$ cat src/rtl/irqc_pkg.sv
package irqc_pkg;
    localparam int DATA_W       = 32;
    localparam int ADDR_W       = 8;
    localparam int NSRC         = 16;
    localparam int LVL_W        = $clog2(NSRC);
    localparam int FORCE_EN_BIT = 19;

    localparam logic [ADDR_W-1:0] OFF_PEND = 8'h48;
    localparam logic [ADDR_W-1:0] OFF_MASK = 8'h4C;
    localparam logic [ADDR_W-1:0] OFF_CLR  = 8'h50;
    localparam logic [ADDR_W-1:0] OFF_FRC  = 8'h54;
    localparam logic [ADDR_W-1:0] OFF_TCTL = 8'hD0;
endpackage

$ cat src/rtl/irqc_regs.sv
module irqc_regs
    import irqc_pkg::*;
#(
    parameter int DW = DATA_W,
    parameter int AW = ADDR_W,
    parameter int NS = NSRC
) (
    input  logic          clk,
    input  logic          rst_n,
    input  logic [AW-1:0] bus_addr,
    input  logic          bus_we,
    input  logic [DW-1:0] bus_wdata,
    output logic [DW-1:0] bus_rdata,
    input  logic [NS-1:0] src_pulse,
    output logic [NS-1:0] pend_q,
    output logic [NS-1:0] mask_q,
    output logic [NS-1:0] force_q,
    output logic [DW-1:0] tctl_q
);
    localparam logic [NS-1:0] VALID = {{(NS-1){1'b1}}, 1'b0};
    localparam int            PADW  = DW - NS;

    logic [NS-1:0] clr_bits;
    logic          wr_mask, wr_frc, wr_tctl;

    always_comb begin
        clr_bits = (bus_we && bus_addr == OFF_CLR) ? bus_wdata[NS-1:0] : '0;
        wr_mask  = bus_we && bus_addr == OFF_MASK;
        wr_frc   = bus_we && bus_addr == OFF_FRC && tctl_q[FORCE_EN_BIT];
        wr_tctl  = bus_we && bus_addr == OFF_TCTL;
    end

    always_ff @(posedge clk) begin
        if (!rst_n) begin
            pend_q  <= '0;
            mask_q  <= VALID;
            force_q <= '0;
            tctl_q  <= '0;
        end else begin
            // a fresh pulse wins over a clear in the same cycle
            pend_q <= ((pend_q & ~clr_bits) | src_pulse) & VALID;
            if (wr_mask) mask_q  <= bus_wdata[NS-1:0] & VALID;
            if (wr_frc)  force_q <= bus_wdata[NS-1:0] & VALID;
            if (wr_tctl) tctl_q  <= bus_wdata;
        end
    end

    always_comb begin
        case (bus_addr)
            OFF_PEND: bus_rdata = {{PADW{1'b0}}, pend_q};
            OFF_MASK: bus_rdata = {{PADW{1'b0}}, mask_q};
            OFF_FRC:  bus_rdata = {{PADW{1'b0}}, force_q};
            OFF_TCTL: bus_rdata = tctl_q;
            default:  bus_rdata = '0;
        endcase
    end
endmodule

$ cat src/rtl/irqc_prio.sv
module irqc_prio
    import irqc_pkg::*;
#(
    parameter int NS = NSRC,
    parameter int LW = LVL_W
) (
    input  logic [NS-1:0] active,
    output logic [LW-1:0] level
);
    // ascending scan: the last hit, i.e. the highest number, is kept
    always_comb begin
        level = '0;
        for (int i = 1; i < NS; i++) begin
            if (active[i]) level = LW'(i);
        end
    end
endmodule

$ cat src/rtl/irqc_top.sv
module irqc_top
    import irqc_pkg::*;
(
    input  logic              clk,
    input  logic              rst_n,
    input  logic [ADDR_W-1:0] bus_addr,
    input  logic              bus_we,
    input  logic [DATA_W-1:0] bus_wdata,
    output logic [DATA_W-1:0] bus_rdata,
    input  logic [NSRC-1:0]   src_pulse,
    output logic [LVL_W-1:0]  irq_level
);
    logic [NSRC-1:0]   pend_q, mask_q, force_q, active;
    logic [DATA_W-1:0] tctl_q;

    irqc_regs #(.DW(DATA_W), .AW(ADDR_W), .NS(NSRC)) u_regs (
        .clk       (clk),
        .rst_n     (rst_n),
        .bus_addr  (bus_addr),
        .bus_we    (bus_we),
        .bus_wdata (bus_wdata),
        .bus_rdata (bus_rdata),
        .src_pulse (src_pulse),
        .pend_q    (pend_q),
        .mask_q    (mask_q),
        .force_q   (force_q),
        .tctl_q    (tctl_q)
    );

    assign active = (pend_q | force_q) & ~mask_q;

    irqc_prio #(.NS(NSRC), .LW(LVL_W)) u_prio (
        .active (active),
        .level  (irq_level)
    );
endmodule

$ cat config.mk
export PLATFORM = sky130hd
export DESIGN_NAME = irqc_top
export DESIGN_NICKNAME = d
export VERILOG_FILES = /design/src/rtl/irqc_pkg.sv /design/src/rtl/irqc_regs.sv /design/src/rtl/irqc_prio.sv /design/src/rtl/irqc_top.sv
export SDC_FILE = /design/constraint.sdc
export NUM_CORES = 1
export LEC_CHECK = 0
export BUFFER_PORTS_ARGS = -buffer_cell sky130_fd_sc_hd__buf_2
export CORE_ASPECT_RATIO = 0.9
export CORE_MARGIN = 4
export CORE_UTILIZATION = 50
export DETAILED_ROUTE_END_ITERATION = 16
export PLACE_DENSITY = 0.83
export SYNTH_ARGS = -nofsm -noshare
export SYNTH_HDL_FRONTEND = slang
export SYNTH_SLANG_ARGS = --single-unit
$ cat constraint.sdc
create_clock -name clk -period 1.5 [get_ports clk]
set_clock_uncertainty 0.2 [all_clocks]
set_input_delay 0.075 -clock clk [delete_from_list [all_inputs] [get_ports clk]]
set_output_delay 0.075 -clock clk [all_outputs]
set_load 0.02 [all_outputs]
==> results.sh, run 1 <==
export IMPL_maxCapViolCount=0
export IMPL_cts_tree="yes"
export IMPL_ys_warnings_count=0
export IMPL_die_h_um=90.8
export IMPL_yosys_area_top_type="dfxtp_1"
export IMPL_path_class="flop to output port"
export IMPL_finalHoldViolations=0
export IMPL_first_pass_iters=6
export IMPL_clock_power_share_pct=37.2
export IMPL_endpoint="irq_level[1]"
export IMPL_cts_path_max_buffers=2
export IMPL_ios=95
export IMPL_row_count=29
export IMPL_antenna_found_initial=0
export IMPL_clockRootBuffer="clkbuf_8"
export IMPL_grtUsageMet2_pct=48.3
export IMPL_numCtsBuffers=9
export IMPL_netSwitchingPower_w=0.00109
export IMPL_yosysMostFrequentCell="nand2_1"
export IMPL_seqPwrFrac_pct=50.7
export IMPL_clkSlewWorstSetupHoldPaths_ns=0.09
export IMPL_r2r_start="u_regs.tctl_q[19]$_SDFFE_PN0P_"
export IMPL_via_count=4502
export IMPL_track_usage_pct=28.9
export IMPL_grt_max_degree=76
export IMPL_final_nets=702
export IMPL_synth_distinct_cells=36
export IMPL_syn_to_final_growth_pct=56.4
export IMPL_rsz0062_at_grt="yes"
export IMPL_critical_path_max_stage_delay_ns=0.36
export IMPL_p_int_w=0.00307
export IMPL_portBuffers=93
export IMPL_synth_area_leaders="dfxtp_1, nand2_1, a21boi_2"
export IMPL_die_w_um=100
export IMPL_clock_latency_ns=0.36
export IMPL_hold_start="bus_we"
export IMPL_layout_setup_ws_ns=-0.498
export IMPL_outcome="finished, violations left"
export IMPL_start_util_pct=52.7
export IMPL_holdPathStages=5
export IMPL_num_antenna_cells=0
export IMPL_critPathTopFamily="compound AO/OA/AOI/OAI gates"
export IMPL_ys_async_sr_fraction_pct=0
export IMPL_grt_use_met3_pct=6.95
export IMPL_overflow=0
export IMPL_layout_drive_gt1_share_pct=41.2
export IMPL_post_drt_via_cell_ratio=6.08
export IMPL_critPathRequiredTime_ns=1.22
export IMPL_ys_flop_type="dfxtp_1"
export IMPL_violations="negative setup slack"
export IMPL_synth_fp_nets=518
export IMPL_ys_seq_area_share_pct=40.5
export IMPL_place_ws_ns=-0.121
export IMPL_irDropWorstVdd_mv=0.678
export IMPL_rrSetupSlack_ns=-0.03
export IMPL_clock_sinks=77
export IMPL_dp_hpwl_mm=7.80
export IMPL_setup_worst_path_start="u_regs.mask_q[11]$_SDFFE_PN1P_"
export IMPL_cp_max_fo=3
export IMPL_synth_edf_count=0
export IMPL_grt_pass1_vias=4390
export IMPL_powerDensity_mw_per_mm2=699
export IMPL_comb_power_share_pct=12.1
export IMPL_syn_area_mm2=0.00381
export IMPL_path_depth=5
export IMPL_rr_worst_depth=3
export IMPL_arrival_ns=1.72
export IMPL_critical_path_cell_chain="o21ba_4 > nand2b_4 > a311oi_2 > o311ai_2 > buf_4"
export IMPL_hold_class="input pin to flop"
export IMPL_htree_levels=3
export IMPL_core_mm2=0.00722
export IMPL_postRouteAntennaNets=0
export IMPL_place_gp_congestion=0.890
export IMPL_drc=0
export IMPL_min_period_ns=2.00
export IMPL_startpoint_type="flop"
export IMPL_synth_seq_cells=77
export IMPL_setup_violations_final=20
export IMPL_drt_iter0_markers=534
export IMPL_crit_buf_inv=1
export IMPL_floorplan_die_area_mm2=0.00908
export IMPL_use_met1_pct=33.4
export IMPL_whs_ns=0.104
export IMPL_wl_per_cell_um=20.5
export IMPL_relSlewSlack_pct=73.9
export IMPL_post_route_period_util_pct=133
export IMPL_grt_pass1_wl_mm=21.1
export IMPL_fmax_mhz=501
export IMPL_p_sw_share_pct=26.2
export IMPL_p_leak_nw=2.68
export IMPL_worst_slew_pin_slew_ns=0.387
export IMPL_cp_end_kind="output port"
export IMPL_synth_common_cells="nand2_1, dfxtp_1, nand3_1, o21ai_0, a21boi_2"
export IMPL_busiest_layer="met2"
export IMPL_syn_area_per_cell_um2=8.30
export IMPL_crit_slowest_cell="o311ai_2"
export IMPL_synthCells=459
export IMPL_yosys_area_top_type_share_pct=40.5
export IMPL_drv_slew=0
export IMPL_timing_rr_end="u_regs.force_q[2]$_SDFFE_PN0P_"
export IMPL_drt_total_wl_mm=15.2
## area by class of cell
class	count	area, um2
clock inverters	5	42.5
flip-flops and latches	77	1580
fillers	384	1260
repair buffers	209	1840
multi-input cells	329	2160
well taps	93	116
clock buffers	11	151
inverters	17	63.8
## power groups by stage
stage	clock (W)	sequential [W]	combinational, W
finish	0.00155	0.00211	0.000505
floorplan	0	0.00214	0.000152
global placement	0	0.00214	0.000312
CTS	0.00154	0.00210	0.000447
global route	0.00163	0.00211	0.000537
detailed placement	0	0.00214	0.000323
## cell families after synthesis
kind of cell / Yosys count / share of synthesized area (%)
simple gates: 196 / 23.9
compound gates: 118 / 24.8
flops: 77 / 40.5
buf+inv: 53 / 6.80
mux: 15 / 3.94
## metal layers
metal,part of all wire [%],routed length (um),up-vias
li1,-,-,1959
met1,35,5330,2065
met2,48,7310,371
met3,11,1650,107
met4,5.8,879,0
met5,0,0,-
## state kept, by name (all words and copies together), names as in the netlist
name,count
u_regs.pend_q,15
u_regs.tctl_q,32
u_regs.force_q,15
u_regs.mask_q,15
## worst reg2reg max path: cells and delay by family (launching register included)
family / cells / cell delay, ns
AO/OA/AOI/OAI: 1 / 0.35
AND/OR/NAND/NOR: 1 / 0.19
buffers and inverters: 1 / 0.22
flip-flops: 1 / 0.43
## layout by cell type, fill, tap and decap left out, drive strengths merged
cell,synthesis,routed
a21boi,32,32
a21o,1,1
a21oi,2,2
a221o,15,15
a311oi,1,1
a31oi,15,15
and2,2,2
and3,19,19
and4b,1,1
and4bb,1,1
buf,16,160
clkbuf,20,12
clkinv,0,3
clkinvlp,0,1
dfxtp,77,77
dlygate4sd3,0,48
inv,17,18
mux2i,15,15
nand2,115,115
nand2b,2,2
nand3,32,32
nand4,2,2
nor2,17,17
nor2b,1,1
nor3b,1,1
nor4b,2,2
nor4bb,1,1
o2111ai,1,1
o211ai,2,2
o21ai,32,32
o21ba,3,3
o21bai,12,12
o311a,1,1
o311ai,1,1
## worst min-delay path by stage
stage,endpoint,slack (ns)
floorplan,u_regs.pend_q[10]$_SDFF_PN0_,-0.02
global placement,u_regs.pend_q[13]$_SDFF_PN0_,0.10
detailed placement,u_regs.pend_q[13]$_SDFF_PN0_,0.11
CTS,u_regs.mask_q[8]$_SDFFE_PN1P_,0.08
global route,u_regs.mask_q[13]$_SDFFE_PN1P_,0.12
finish,u_regs.mask_q[13]$_SDFFE_PN1P_,0.10
## stage by stage
step	TNS (ns)	total power [W]	cells	util (%)	cell area (um2)
finish	-4.52	0.00417	741	82.5	5960
global route	-5.53	0.00428	741	82.5	5960
CTS	-3.79	0.00409	732	78.5	5670
detailed placement	-3.64	0.00247	661	65.3	4720
global placement	-1.74	0.00245	661	65.3	4720
floorplan	-0.0215	0.00229	459	-	3820
## timing repair
| action | 4_1_cts | 5_1_grt |
|---|---|---|
| cloned | 0 | 1 |
| gates resized for setup | 75 | 66 |
| buffers inserted | 8 | 14 |
| endpoints found under the hold margin | 77 | 0 |
| setup endpoints to repair | 36 | 36 |
| pin swaps | 20 | 20 |
| hold buffers | 48 | 0 |
(Power assumes the default switching activity.)
==> inputs of run 2 (changes only) <==
--- a/config.mk
+++ b/config.mk
@@ -14,3 +14,4 @@
 export SYNTH_ARGS = -nofsm -noshare
 export SYNTH_HDL_FRONTEND = slang
 export SYNTH_SLANG_ARGS = --single-unit
+export TNS_END_PERCENT = 1
==> run 2 against run 1 <==
The flow still finishes with violations (negative setup slack); hold slack worse by 0.016 ns; count of clock-buffer cells in the layout down 1; utilization down 5.0 points; sequential share of layout area up 1.1 points.
==> results.sh, run 2 (synthesized netlist as in run 1, its figures left out) <==
export IMPL_hold_class="input pin to flop"
export IMPL_drv_slew=0
export IMPL_totalPowerFinal_w=0.00411
export IMPL_rsz0062_at_grt="yes"
export IMPL_cts_path_max_buffers=2
export IMPL_relSlewSlack_pct=72.6
export IMPL_die_w_um=100
export IMPL_crit_buf_inv=1
export IMPL_clock_latency_ns=0.35
export IMPL_critical_path_max_stage_delay_ns=0.33
export IMPL_stdcell_count=731
export IMPL_final_cell_mix="nand2_1, dfxtp_1, buf_2"
export IMPL_dpl_cell_count=667
export IMPL_violations="negative setup slack"
export IMPL_clkSlewWorstSetupHoldPaths_ns=0.08
export IMPL_critPathRequiredTime_ns=1.22
export IMPL_cts_setup_buffers=0
export IMPL_place_ws_ns=-0.140
export IMPL_ios=95
export IMPL_wl_per_cell_um=18.0
export IMPL_postRouteAntennaNets=0
export IMPL_post_drt_via_cell_ratio=5.78
export IMPL_grt_pass1_vias=4188
export IMPL_cts_tree="yes"
export IMPL_arrival_ns=1.68
export IMPL_dp_hpwl_mm=8.04
export IMPL_clockRootBuffer="clkbuf_8"
export IMPL_grt_pass1_wl_mm=20.5
export IMPL_maxCapViolCount=0
export IMPL_top_register="u_regs.tctl_q"
export IMPL_final_nets=692
export IMPL_die_h_um=90.8
export IMPL_critPathTopFamily="compound AO/OA/AOI/OAI gates"
export IMPL_setup_violations_final=36
export IMPL_grt_max_degree=40
export IMPL_portBuffers=93
export IMPL_tns_ns=-4.65
export IMPL_path_class="flop to output port"
export IMPL_worst_slew_pin_slew_ns=0.409
export IMPL_num_antenna_cells=0
export IMPL_drc=0
export IMPL_crit_slowest_cell="dfxtp_2"
export IMPL_min_period_ns=1.95
export IMPL_drt_total_wl_mm=13.2
export IMPL_row_count=29
export IMPL_powerDensity_mw_per_mm2=734
export IMPL_critical_path_cell_chain="o21ba_4 > o311a_1 > o211ai_1 > a21o_1 > buf_6"
export IMPL_layout_setup_ws_ns=-0.452
export IMPL_clock_sinks=77
export IMPL_antenna_found_initial=0
export IMPL_post_route_period_util_pct=130
export IMPL_drt_iter0_markers=413
export IMPL_p_leak_nw=2.58
export IMPL_track_usage_pct=28.0
export IMPL_core_mm2=0.00722
export IMPL_largest_reg_flops=32
export IMPL_numCtsBuffers=9
export IMPL_first_pass_iters=5
export IMPL_irDropWorstVdd_mv=0.596
export IMPL_cp_max_fo=2
export IMPL_layout_drive_gt1_share_pct=35.3
export IMPL_floorplan_die_area_mm2=0.00908
export IMPL_place_gp_congestion=0.918
export IMPL_fmax_mhz=512
export IMPL_finalHoldViolations=0
export IMPL_via_count=4224
export IMPL_htree_levels=3
export IMPL_layout_commonest_cell="nand2_1"
export IMPL_outcome="finished, violations left"
export IMPL_startpoint_type="flop"
export IMPL_cp_end_kind="output port"
export IMPL_start_util_pct=52.7
export IMPL_syn_to_final_growth_pct=46.9
export IMPL_overflow=0
run 2: cell types whose count changed in the layout (fill, tap and decap cells not counted), sizes merged:
cell,delta
clkbuf,-1
buf,-10
clkinvlp,+1
inv,-1
bufinv,+1
run 2: per-layer routing:
layer / global-route usage (%) / wire length [um] / up-vias
li1: - / - / 1951
met1: 33.5 / 5060 / 1986
met2: 47.5 / 6530 / 232
met3: 5.79 / 1070 / 55
met4: 12.9 / 499 / 0
met5: 0 / 0 / -
run 2: worst paths after layout:
check	start	to	slack (ns)	cells after the start
worst max-delay path	u_regs.pend_q[2]$_SDFF_PN0_	irq_level[0]	-0.45	5
worst min-delay path	bus_we	u_regs.mask_q[1]$_SDFFE_PN1P_	0.09	5
worst max register to register	u_regs.tctl_q[19]$_SDFFE_PN0P_	u_regs.force_q[2]$_SDFFE_PN0P_	0.23	4
worst min register to register	u_regs.tctl_q[24]$_SDFFE_PN0P_	u_regs.tctl_q[24]$_SDFFE_PN0P_	0.27	2
run 2: repair_timing:
action / 4_1_cts / 5_1_grt
pin swaps: 7 / 3
setup endpoints to repair: 36 / 37
gates resized for setup: 33 / 33
endpoints found under the hold margin: 77 / 0
hold buffers: 48 / 0
run 2: metrics by stage:
stage / instance area (um2) / hold WS, ns / util [%]
2_1_floorplan: 3820 / -0.0242 / -
3_5_place_dp: 4700 / 0.112 / 65.1
4_1_cts: 5470 / 0.0673 / 75.8
5_1_grt: 5590 / 0.116 / 77.5
6_report: 5590 / 0.0871 / 77.5
3_3_place_gp: 4700 / 0.105 / 65.1
run 2: layout make-up:
class / instances / area [um2]
clock inverters: 6 / 63.8
inverters: 17 / 63.8
clock buffers: 10 / 128
multi-input cells: 329 / 2100
fillers: 452 / 1630
flip-flops and latches: 77 / 1550
well taps: 93 / 116
repair buffers: 199 / 1580
run 2: worst register-to-register path: cells and delay by family, from the launching register on:
family | cells | cell delay (ns)
flip-flops | 1 | 0.40
AND/OR/NAND/NOR | 2 | 0.24
buffers and inverters | 1 | 0.22
AO/OA/AOI/OAI | 1 | 0.09
run 2: report_power, final:
group          switching (W)  internal, W  total [W]
clock network       0.000799     0.000766    0.00157
logic               0.000194     0.000251   0.000444
registers          0.0000238      0.00207    0.00210
==> inputs of run 3 (changes only) <==
--- a/config.mk
+++ b/config.mk
@@ -6,11 +6,13 @@
 export NUM_CORES = 1
 export LEC_CHECK = 0
 export BUFFER_PORTS_ARGS = -buffer_cell sky130_fd_sc_hd__buf_2
+export CELL_PAD_IN_SITES_DETAIL_PLACEMENT = 2
+export CELL_PAD_IN_SITES_GLOBAL_PLACEMENT = 2
 export CORE_ASPECT_RATIO = 0.9
 export CORE_MARGIN = 4
-export CORE_UTILIZATION = 50
+export CORE_UTILIZATION = 31
 export DETAILED_ROUTE_END_ITERATION = 16
-export PLACE_DENSITY = 0.83
+export PLACE_DENSITY = 0.87
 export SYNTH_ARGS = -nofsm -noshare
 export SYNTH_HDL_FRONTEND = slang
 export SYNTH_SLANG_ARGS = --single-unit
==> run 3 against run 2 <==
The run still ends with negative setup slack left; wire length is 74% higher; power is 20% higher; non-clock buffer count up 9; final area increased by 5.7%; maximum frequency down 3.9%; utilization shrank 28 points; final cell count is 10% higher; combinational power grew 17%; via count is 8.6% higher; die area up 56%; largest cell class unchanged; largest power group is now clock; highest routed layer unchanged.
==> results.sh, run 3 (synthesized netlist as in run 1, its figures left out) <==
export IMPL_outcome="finished, violations left"
export IMPL_violations="negative setup slack"
export IMPL_irDropWorstVdd_mv=0.694
export IMPL_fillerInstances=1276
export IMPL_clockRootBuffer="clkbuf_16"
export IMPL_core_mm2=0.0120
export IMPL_critPathTopFamily="compound AO/OA/AOI/OAI gates"
export IMPL_layout_drive_gt1_share_pct=38.8
export IMPL_die_w_um=125
export IMPL_num_antenna_cells=0
export IMPL_crit_buf_inv=1
export IMPL_clock_latency_ns=0.35
export IMPL_fmax_mhz=492
export IMPL_htree_levels=3
export IMPL_arrival_ns=1.76
export IMPL_drv_slew=0
export IMPL_overflow=0
export IMPL_clkSlewWorstSetupHoldPaths_ns=0.08
export IMPL_multi_input_area_mm2=0.00216
export IMPL_floorplan_die_area_mm2=0.0141
export IMPL_die_h_um=113
export IMPL_grt_pass1_vias=5187
export IMPL_via_count=4588
export IMPL_post_route_period_util_pct=135
export IMPL_place_gp_congestion=0.821
export IMPL_rsz0062_at_grt="yes"
export IMPL_post_drt_via_cell_ratio=5.69
export IMPL_drt_total_wl_mm=23.0
export IMPL_grt_max_degree=37
export IMPL_final_design_area_no_fill_mm2=0.00592
export IMPL_ios=95
export IMPL_setup_violations_final=37
export IMPL_final_nets=701
export IMPL_drt_iter0_markers=296
export IMPL_routed_top_layer="met4"
export IMPL_wl_per_cell_um=28.4
export IMPL_finalHoldViolations=0
export IMPL_cp_end_kind="output port"
export IMPL_worst_slew_pin_slew_ns=0.514
export IMPL_maxCapViolCount=0
export IMPL_top_register="u_regs.tctl_q"
export IMPL_postRouteAntennaNets=0
export IMPL_startpoint_type="flop"
export IMPL_critPathRequiredTime_ns=1.22
export IMPL_layout_setup_ws_ns=-0.532
export IMPL_first_pass_iters=5
export IMPL_dp_hpwl_mm=11.2
export IMPL_cts_tree="yes"
export IMPL_critical_path_max_stage_delay_ns=0.34
export IMPL_powerDensity_mw_per_mm2=834
export IMPL_p_leak_nw=2.68
export IMPL_row_count=38
export IMPL_numCtsBuffers=9
export IMPL_final_util_pct=49.2
export IMPL_crit_slowest_cell="dfxtp_2"
export IMPL_cp_max_fo=3
export IMPL_syn_to_final_growth_pct=55.3
export IMPL_cts_path_max_buffers=2
export IMPL_antenna_found_initial=0
export IMPL_layout_commonest_cell="nand2_1"
export IMPL_drc=0
export IMPL_wl_met2_mm=11.7
export IMPL_path_class="flop to output port"
export IMPL_track_usage_pct=29.3
export IMPL_portBuffers=93
export IMPL_m1WireLength_mm=8.69
export IMPL_hold_class="input pin to flop"
export IMPL_clock_sinks=77
export IMPL_seqCellArea_mm2=0.00156
export IMPL_critical_path_cell_chain="o21ba_2 > nand2b_4 > a21oi_2 > o311ai_2 > buf_4"
export IMPL_min_period_ns=2.03
export IMPL_relSlewSlack_pct=65.7
export IMPL_largest_reg_flops=32
export IMPL_start_util_pct=31.7
export IMPL_final_cell_mix="nand2_1, buf_4, buf_2"
export IMPL_grt_pass1_wl_mm=31.6
export IMPL_met3_wirelength_mm=1.05
export IMPL_placed_area_mm2=0.00485
-- run 3: cell count changes in the layout (fill, tap and decap cells not counted), moves of 6 or more --
cell,before,now
mux2i_1,15,9
clkbuf_16,0,9
dfxtp_1,72,66
buf_6,18,8
clkbuf_8,9,1
buf_4,56,73
-- run 3: worst paths after layout --
kind / startpoint / to / slack, ns / cells after the start
worst max register to register: u_regs.tctl_q[19]$_SDFFE_PN0P_ / u_regs.force_q[11]$_SDFFE_PN0P_ / 0.12 / 4
worst max-delay path: u_regs.mask_q[11]$_SDFFE_PN1P_ / irq_level[1] / -0.53 / 5
worst min register to register: u_regs.tctl_q[27]$_SDFFE_PN0P_ / u_regs.tctl_q[27]$_SDFFE_PN0P_ / 0.27 / 2
worst min-delay path: bus_we / u_regs.force_q[6]$_SDFFE_PN0P_ / 0.22 / 4
-- run 3: timing repair --
action                                  4_1_cts  5_1_grt
setup buffers                                 1        3
pin swaps                                     9        6
gates resized for setup                      29       47
endpoints found under the setup margin       36       47
hold buffers                                 48        0
hold endpoints to repair                     77        0
-- run 3: worst reg2reg max path, cell delays in order (launching register included) --
cell     delay, ns
dfxtp_1       0.36
nand4_1       0.17
buf_12        0.24
nand3_1       0.15
o21ai_0       0.14
-- run 3: area by class of cell --
| cell class | count | area share, % |
|---|---|---|
| Multi-Input combinational cell | 329 | 36.6 |
| Inverter | 17 | 1.08 |
| Clock buffer | 11 | 4.10 |
| Timing Repair Buffer | 208 | 27.7 |
| Sequential cell | 77 | 26.3 |
| Tap cell | 160 | 3.38 |
| Clock inverter | 5 | 0.846 |
-- run 3: metrics by stage --
step                TNS (ns)  std cells  worst slack, ns  hold slack, ns  power [W]
detailed placement    -10.99        739           -0.217           0.125    0.00250
global route           -9.56        807           -0.557           0.230    0.00507
global placement       -3.59        739           -0.125           0.111    0.00247
CTS                    -5.08        804           -0.428           0.144    0.00484
floorplan             -0.358        459          -0.0358         -0.0242    0.00229
finish                 -7.73        807           -0.532           0.219    0.00493
-- run 3: routing by layer --
| metal | track usage [%] | vias up |
|---|---|---|
| met1 | 31.8 | 2313 |
| met3 | 6.18 | 104 |
| met2 | 52.3 | 208 |
| met4 | 18.4 | 0 |
| met5 | 0 | - |
| li1 | - | 1963 |
-- run 3: power by group --
group	leakage (nW)	switching, W	total [W]	internal, W
combinational	1.90	0.000254	0.000519	0.000265
clock	0.149	0.000975	0.00230	0.00133
sequential	0.625	0.0000357	0.00211	0.00208
total	2.68	0.00126	0.00493	0.00367
